<file path="src/rtl/stripe_pkg.sv">
package stripe_pkg;
    localparam int NCOLS = 5;
    localparam int COL_W = $clog2(NCOLS);
    localparam int DPS   = NCOLS - 1;

    typedef logic [COL_W-1:0] col_t;

    typedef enum logic [2:0] {
        PH_IDLE,
        PH_RD_DATA,
        PH_RD_PAR,
        PH_WR_DATA,
        PH_WR_PAR
    } phase_e;

    function automatic logic phase_writes(phase_e p);
        return (p == PH_WR_DATA) || (p == PH_WR_PAR);
    endfunction

    function automatic logic phase_on_parity(phase_e p);
        return (p == PH_RD_PAR) || (p == PH_WR_PAR);
    endfunction

    function automatic phase_e phase_next(phase_e p);
        case (p)
            PH_RD_DATA: return PH_RD_PAR;
            PH_RD_PAR:  return PH_WR_DATA;
            PH_WR_DATA: return PH_WR_PAR;
            default:    return PH_IDLE;
        endcase
    endfunction
endpackage

</file>
<file path="src/rtl/stripe_map.sv">
module stripe_map
    import stripe_pkg::*;
#(
    parameter int LADDR_W = 8
) (
    input  logic [LADDR_W-1:0] laddr,
    output logic [LADDR_W-1:0] row,
    output col_t               pcol,
    output col_t               dcol
);
    logic [LADDR_W-1:0] idx_full;
    logic [LADDR_W-1:0] rot;
    col_t               idx;

    always_comb begin
        row      = laddr / LADDR_W'(DPS);
        idx_full = laddr % LADDR_W'(DPS);
        rot      = row % LADDR_W'(NCOLS);
        pcol     = COL_W'(NCOLS - 1) - COL_W'(rot);
        idx      = COL_W'(idx_full);
        dcol     = (idx >= pcol) ? idx + COL_W'(1) : idx;
    end


    always_comb begin
        map_distinct_chk: assert (dcol != pcol && int'(dcol) < NCOLS && int'(pcol) < NCOLS)
            else $error("data and parity column collide");
    end
endmodule

</file>
<file path="src/rtl/rmw_seq.sv">
module rmw_seq
    import stripe_pkg::*;
#(
    parameter int LADDR_W = 8,
    parameter int DATA_W  = 32
) (
    input  logic                    clk,
    input  logic                    rst,
    input  logic                    start,
    input  col_t                    dcol_in,
    input  col_t                    pcol_in,
    input  logic [LADDR_W-1:0]      row_in,
    input  logic [DATA_W-1:0]       data_in,
    output logic                    busy,
    output logic                    done,
    output logic [NCOLS-1:0]        col_req,
    output logic                    col_we,
    output logic [LADDR_W-1:0]      col_row,
    output logic [DATA_W-1:0]       col_wdata,
    input  logic [NCOLS-1:0]        col_ack,
    input  logic [NCOLS*DATA_W-1:0] col_rdata
);
    phase_e              phase;
    col_t                dcol_r, pcol_r, cur_col;
    logic [LADDR_W-1:0]  row_r;
    logic [DATA_W-1:0]   new_r, oldd_r, par_r, rd_word;
    logic                done_r, ack_hit;

    always_comb begin
        cur_col   = phase_on_parity(phase) ? pcol_r : dcol_r;
        ack_hit   = (phase != PH_IDLE) && col_ack[cur_col];
        rd_word   = col_rdata[int'(cur_col)*DATA_W +: DATA_W];
        col_req   = (phase != PH_IDLE) ? (NCOLS'(1) << cur_col) : '0;
        col_we    = phase_writes(phase);
        col_row   = row_r;
        col_wdata = (phase == PH_WR_PAR) ? par_r : new_r;
        busy      = (phase != PH_IDLE);
        done      = done_r;
    end

    always_ff @(posedge clk) begin
        if (rst) begin
            phase  <= PH_IDLE;
            done_r <= 1'b0;
            dcol_r <= '0;
            pcol_r <= '0;
            row_r  <= '0;
            new_r  <= '0;
            oldd_r <= '0;
            par_r  <= '0;
        end else begin
            done_r <= 1'b0;
            if (phase == PH_IDLE) begin
                if (start) begin
                    dcol_r <= dcol_in;
                    pcol_r <= pcol_in;
                    row_r  <= row_in;
                    new_r  <= data_in;
                    phase  <= PH_RD_DATA;
                end
            end else if (ack_hit) begin
                phase <= phase_next(phase);
                if (phase == PH_RD_DATA) oldd_r <= rd_word;
                if (phase == PH_RD_PAR)  par_r  <= rd_word ^ oldd_r ^ new_r;
                if (phase == PH_WR_PAR)  done_r <= 1'b1;
            end
        end
    end


    one_req_chk: assert property (@(posedge clk) disable iff (rst) $onehot0(col_req));


    req_hold_chk: assert property (@(posedge clk) disable iff (rst)
        (col_req != 0 && (col_req & col_ack) == 0) |=>
            ($stable(col_req) && $stable(col_we) && $stable(col_row) && $stable(col_wdata)));


    done_pulse_chk: assert property (@(posedge clk) disable iff (rst) done |=> !done);


    done_idle_chk: assert property (@(posedge clk) disable iff (rst) done |-> !busy);


    write_after_read_chk: assert property (@(posedge clk) disable iff (rst)
        $rose(col_we) |-> $past(col_req != 0 && !col_we));
endmodule

</file>
<file path="src/rtl/rotpar_write_ctrl.sv">
module rotpar_write_ctrl
    import stripe_pkg::*;
#(
    parameter int LADDR_W = 8,
    parameter int DATA_W  = 32
) (
    input  logic                    clk,
    input  logic                    rst,
    input  logic                    wr_valid,
    input  logic [LADDR_W-1:0]      wr_addr,
    input  logic [DATA_W-1:0]       wr_data,
    output logic                    busy,
    output logic                    done,
    output logic [NCOLS-1:0]        col_req,
    output logic                    col_we,
    output logic [LADDR_W-1:0]      col_row,
    output logic [DATA_W-1:0]       col_wdata,
    input  logic [NCOLS-1:0]        col_ack,
    input  logic [NCOLS*DATA_W-1:0] col_rdata
);
    logic [LADDR_W-1:0] map_row;
    col_t               map_pcol, map_dcol;
    logic               start;

    assign start = wr_valid && !busy;

    stripe_map #(.LADDR_W(LADDR_W)) u_map (
        .laddr (wr_addr),
        .row   (map_row),
        .pcol  (map_pcol),
        .dcol  (map_dcol)
    );

    rmw_seq #(.LADDR_W(LADDR_W), .DATA_W(DATA_W)) u_seq (
        .clk       (clk),
        .rst       (rst),
        .start     (start),
        .dcol_in   (map_dcol),
        .pcol_in   (map_pcol),
        .row_in    (map_row),
        .data_in   (wr_data),
        .busy      (busy),
        .done      (done),
        .col_req   (col_req),
        .col_we    (col_we),
        .col_row   (col_row),
        .col_wdata (col_wdata),
        .col_ack   (col_ack),
        .col_rdata (col_rdata)
    );


    accept_busy_chk: assert property (@(posedge clk) disable iff (rst)
        (wr_valid && !busy) |=> busy);
endmodule

</file>
<file path="config.mk">
export PLATFORM = sky130hd
export DESIGN_NAME = rotpar_write_ctrl
export DESIGN_NICKNAME = d
export VERILOG_FILES = /design/src/rtl/stripe_pkg.sv /design/src/rtl/stripe_map.sv /design/src/rtl/rmw_seq.sv /design/src/rtl/rotpar_write_ctrl.sv
export SDC_FILE = /design/constraint.sdc
export NUM_CORES = 1
export LEC_CHECK = 0
export ABC_CLOCK_PERIOD_IN_PS = 7800
export BUFFER_PORTS_ARGS = -buffer_cell sky130_fd_sc_hd__buf_2
export CELL_PAD_IN_SITES_DETAIL_PLACEMENT = 0
export CELL_PAD_IN_SITES_GLOBAL_PLACEMENT = 2
export CORE_UTILIZATION = 31
export CTS_BUF_LIST = sky130_fd_sc_hd__clkbuf_2 sky130_fd_sc_hd__clkbuf_4 sky130_fd_sc_hd__clkbuf_8
export DETAILED_ROUTE_END_ITERATION = 8
export GPL_ROUTABILITY_DRIVEN = 0
export PLACE_DENSITY_LB_ADDON = 0.1
export RECOVER_POWER = 25
export SYNTH_ARGS = -nofsm -noshare
export SYNTH_HDL_FRONTEND = slang
export SYNTH_HIERARCHICAL = 1
export SYNTH_SLANG_ARGS = --single-unit
</file>
<file path="constraint.sdc">
create_clock -name clk -period 7.8 [get_ports clk]
set_clock_uncertainty 0.1 [all_clocks]
set_input_delay 0.78 -clock clk [delete_from_list [all_inputs] [get_ports clk]]
set_output_delay 0.78 -clock clk [all_outputs]
set_load 0.005 [all_outputs]
</file>
Word-level counts from Yosys, hierarchy flattened
Cells that the tools add are included.

cells by class
  equality and inequality tests = 5
  $mul = 0
  bitwise operators = 4
  add/sub/neg operators = 2
  magnitude comparators = 2
  reduce and logical (&&, ||, !) cells = 13
  muxes and demuxes = 11
  divide/modulo/power cells = 1
  shifts and indexed selects = 2

operator list
  kind                                                        count
  variable part select 160 x 9 -> 32 bit                      1
  XOR 32 bit                                                  2
  2-to-1 mux 32 bit                                           1
  2-to-1 mux 3 bit                                            5
  case mux 3 bit (3 select lines)                             1
  modulo 6 x 3 -> 8 bit, second input constant                1
  == test 3 x 2 -> 1 bit, second input constant               2
  AND reduction 3 bit                                         2
  2-to-1 mux 5 bit                                            1
  << shifter 1 x 3 -> 5 bit, first input constant             1
  less-than comparator 3 x 4 -> 1 bit, second input constant  1
  AND reduction 2 bit                                         2
  adder 2 x 1 -> 3 bit, second input constant                 1
  binary-select mux 1 bit (select 3 bit)                      1
  == test 3 x 1 -> 1 bit, second input constant               1
  == test 3 bit, second input constant                        1
  >= comparator 2 x 3 -> 1 bit                                1
  zero test 3 bit                                             1
  nonzero test 3 bit                                          1
  OR reduction 3 bit                                          1
  subtractor 3 bit, first input constant                      1
  logical AND 1 bit                                           2
  logical OR 1 bit                                            2
  2-to-1 mux 1 bit                                            2
  other kinds (4)                                             5

word-level totals
  bits in read-only memories = 0
  latch bits = 0
  memories = 0
  flip-flop bits (word level) = 112
  output and inout port bits = 48
  input bits = 208
  memory bits (writable) = 0
  word-level logic and storage cells = 48

Depth between registers and ports, before layout
  word-level depth = 8
  gate-level depth with buffers = 28
  depth with buffers taken out = 26

Cells and area by module
The synthesis kept the hierarchy.

modules (own cells, without submodules)
  module             area each (sq um)  times used  cells an instance  seq. area each (sq um)
  rmw_seq            8521.9             1           1088               2282.2
  stripe_map         1038.5             1           145                0.0
  rotpar_write_ctrl  13.8               1           1                  0.0

Worst setup path before layout
No wires, ideal clock.

  path kind = input-to-reg
  start point = input wr_addr[3]
  end point = register u_seq.dcol_r[1]
  slack = 1.969 ns
  arrival time = 5.599 ns
  buffers on the path = 2
  library setup time = 0.132 ns
  stages = 26
  required time = 7.568 ns
  cell sequence = or4b_1 buf_2 a211o_1 a211oi_4 nor2_1 xnor2_1 ha_1 o211ai_1 o211a_1 and3_1 buf_6 xnor2_1 ha_1 and2b_1 mux2i_1 nand2_1 nand2_1 and2_1 mux2_2 xnor2_1 ha_1 a21oi_1 a31oi_4 mux2_4 nand2_1 a21oi_1

on the way
  longest elaborated chain between the ends = 4

ends and longest elaborated chain
  what                          RTL line                 text
  start, declared               rotpar_write_ctrl.sv:10  input logic [LADDR_W-1:0] wr_addr,
  modulo 6 x 3 -> 8 bit         stripe_map.sv:18         rot = row % LADDR_W'(NCOLS);
  subtractor 3 bit              stripe_map.sv:19         pcol = COL_W'(NCOLS - 1) - COL_W'(rot);
  >= comparator 2 x 3 -> 1 bit  stripe_map.sv:21         dcol = (idx >= pcol) ? idx + COL_W'(1) : idx;
  2-to-1 mux 3 bit              stripe_map.sv:21
  net map_dcol[1]               rotpar_write_ctrl.sv:22  col_t map_pcol, map_dcol;
  end signal, assigned          rmw_seq.sv:55            dcol_r <= dcol_in;
  end, declared                 rmw_seq.sv:24            col_t dcol_r, pcol_r, cur_col;

The timed path passes the listed nets, and every way through them passes these cells.
A chain may end at the register's enable or synchronous reset.

Worst setup path in the final report
  start point = input wr_addr[4]
  end point = register u_seq.dcol_r[1]

Same word-level chain as after synthesis.

==> results.yml <==
status:
  outcome: "finished with violations"
  violations: "max-capacitance violations, max-slew violations"
worst_setup_path:
  worstPathArrival_ns: 6.44
  endpoint_kind: "flop"
  worst-setup-path-type: "in2reg"
  path_max_fanout: 13
  crit_path_top_delay_cell: "or4b_1"
  cpPeakStageDelay_ns: 0.68
  start_kind: "primary input"
  cp_top_family: "simple AND/OR/NAND/NOR gates"
  cp.required_ns: 7.99
  crit_buf_inv: 1
timing:
  grt_setup_unrepaired: "false"
  period_share: 0.8011
  tns_ns: 0
  slew_headroom: -0.2100
  setup_viol_count_final: 0
  worst_pin_slew_ns: 1.811
  fin_crit_ns: 6.249
  maxSlewViolCount: 84
  hold_viol_final: 0
  max_freq_ghz: 0.1600
logic_synthesis:
  yosysTopAreaCellShare: 0.2384
  yosysTopAreaCell: "dfxtp_1"
  synth_area_per_cell_sq_um: 7.759
  synth-compound-area-share: 0.3576
  syn-cell-area_sq_mm: 0.009574
  synth_cells: 1234
  ys_types: 72
  synthSimpleGateAreaFrac: 0.2031
  synthTopCellsByArea: "dfxtp_1, a21oi_1, nand2b_1"
  ys_seq_elements: 114
  synth_mux_area_frac: 0.04613
  synth_flop_cell: "dfxtp_1"
  synth_fa_ha_area_frac: 0.01176
  ys_seq_area_frac: 0.2384
  synth_top_family_by_area: "compound AO/OA/AOI/OAI gates"
  yosys.area_share.xor_xnor: 0.07201
  synth-async-reset-ratio: 0
  synth_edf_count: 0
  ys_warn_count: 6
cells_and_area:
  mostFrequentLayoutCell: "buf_2"
  layout-drive-gt1-share: 0.2666
  mostFrequentLayoutCells: "buf_2, a21oi_1, nand2_1"
  nets: 1603
  postLayoutCellArea_sq_mm: 0.01132
  syn_to_final_growth_pct: 18.28
pwr:
  power_density_mw_per_mm2: 210.0
  ir_drop_mv: 0.1078
  p_leak_nw: 4.118
drt:
  wl_per_cell_microns: 21.02
  drc: 0
  wl_microns: 37670
  via_per_inst: 5.612
  vias: 10060
  drt_pass1_iterations: 7
  drt_iter0_drc: 900
  drtAntennaViolNets: 0
global_route:
  grt_max_degree: 116
  grt_pass1_wl_microns: 56640
  grt_usage: 0.2328
  antenna_found_initial: 3
  overflow: 0
  grt_pass1_vias: 9502
cts:
  cts_buffers: 17
  cts.clk_slew.worst_paths_ns: 0.08
  cts_tree: "done"
  cts_max_path_buffers: 2
  clockRootBuffer: "clkbuf_8"
  cts_hold_buffers: 0
  clk_latency_ns: 0.44
  cts_resized: 0
  htree_num_levels: 4
  cts.sinks: 114
  postCtsSetupRepairBufs: 0
die:
  ios: 256
  start_util: 0.3188
  dieHeight_microns: 177.7
  coreArea_sq_mm: 0.03003
  die_area_sq_mm: 0.03159
  core.rowCount: 63
  die_width_microns: 177.7
placement:
  io_buffers: 255
  dpl_cell_area_sq_mm: 0.01091
  detailed_place_hpwl_microns: 25150
job:
  cap_violations: 2
min_path:
  hp-class: "reg2reg"
==> worst paths after layout <==
kind                                   endpoint  slack, ns                          start  cells after the start
hold reg to reg   u_seq/col_row[1]$_SDFFE_PP0P_       0.36  u_seq/col_row[1]$_SDFFE_PP0P_                      2
hold / removal    u_seq/col_row[1]$_SDFFE_PP0P_       0.36  u_seq/col_row[1]$_SDFFE_PP0P_                      2
setup / recovery   u_seq/dcol_r[1]$_SDFFE_PP0P_       1.55                     wr_addr[4]                     25
setup reg to reg   u_seq/par_r[23]$_SDFFE_PP0P_       2.38    u_seq/phase[0]$_SDFFE_PP0P_                      8
==> worst register-to-register path: cells and delay by family (launching register included) <==
family | cells | cell delay, ns
simple gates | 1 | 0.34
flops | 1 | 1.43
compound gates | 3 | 1.67
xor+xnor | 1 | 0.20
buf+inv | 3 | 1.61
==> stage by stage <==
step,total power [mW],std cells,hold WS [ns],utilization,worst slack (ns)
2_1_floorplan,1.446,1235,0.3527,-,1.969
3_3_place_gp,1.797,1757,0.3436,0.3633,1.166
3_5_place_dp,1.794,1757,0.3473,0.3633,1.117
4_1_cts,2.402,1789,0.3615,0.3772,1.587
5_1_grt,2.531,1791,0.3796,0.3770,1.094
6_report,2.378,1792,0.3592,0.3771,1.551
==> layer usage <==
layer,vias to the layer above,track usage,part of all wire
met5,-,0,0.00035
met4,2,0.07229,0.021
met3,34,0.04799,0.065
met2,303,0.3835,0.46
met1,4814,0.3023,0.45
li1,4903,-,-
==> area by class of cell <==
| cell class | instances | area [sq um] |
|---|---|---|
| Multi-Input combinational cell | 972 | 6693 |
| Sequential cell | 114 | 2290 |
| Clock inverter | 12 | 156.4 |
| Antenna cell | 3 | 7.507 |
| Fill cell | 3206 | 18710 |
| Timing Repair Buffer | 271 | 1390 |
| Clock buffer | 20 | 262.8 |
| Inverter | 10 | 37.54 |
| Tap cell | 390 | 488.0 |
==> cell usage after synthesis, types with 5 or more instances <==
master and instances:
a311o_1 64, and2_1 6, xnor2_1 74, inv_1 9
a211oi_1 80, buf_4 12, mux2_2 34, clkbuf_1 93
a222oi_1 32, a21oi_1 186, o21ai_0 7, dfxtp_1 114
nor3_1 8, nor2_1 17, nand2b_1 133, a311oi_1 33
buf_6 6, nand2_1 174, and3_1 8, nand3_1 8
buf_2 22, a211oi_2 18, buf_1 6, ha_1 9
o211ai_1 5
==> power breakdown <==
group	internal [mW]	switching (mW)	total, mW
clock	0.333	0.268	0.600
sequential	0.625	0.0584	0.683
combinational	0.436	0.658	1.09
total	1.39	0.984	2.38
==> state kept, by name, summed over array words and instances, names as in the netlist <==
register / cells
u_seq/pcol_r: 3
u_seq/phase: 3
u_seq/done: 1
u_seq/oldd_r: 32
u_seq/new_r: 32
u_seq/dcol_r: 3
u_seq/col_row: 8
u_seq/par_r: 32
==> cell families after synthesis <==
family / Yosys count
buffers and inverters: 149
muxes: 39
and+or+nand+nor: 382
adders and majority gates: 9
other: 1
AOI/OAI and AO/OA: 463
xor gates and xnor gates: 77
DFF: 114
Note: power is estimated with default switching activity, not from simulation.
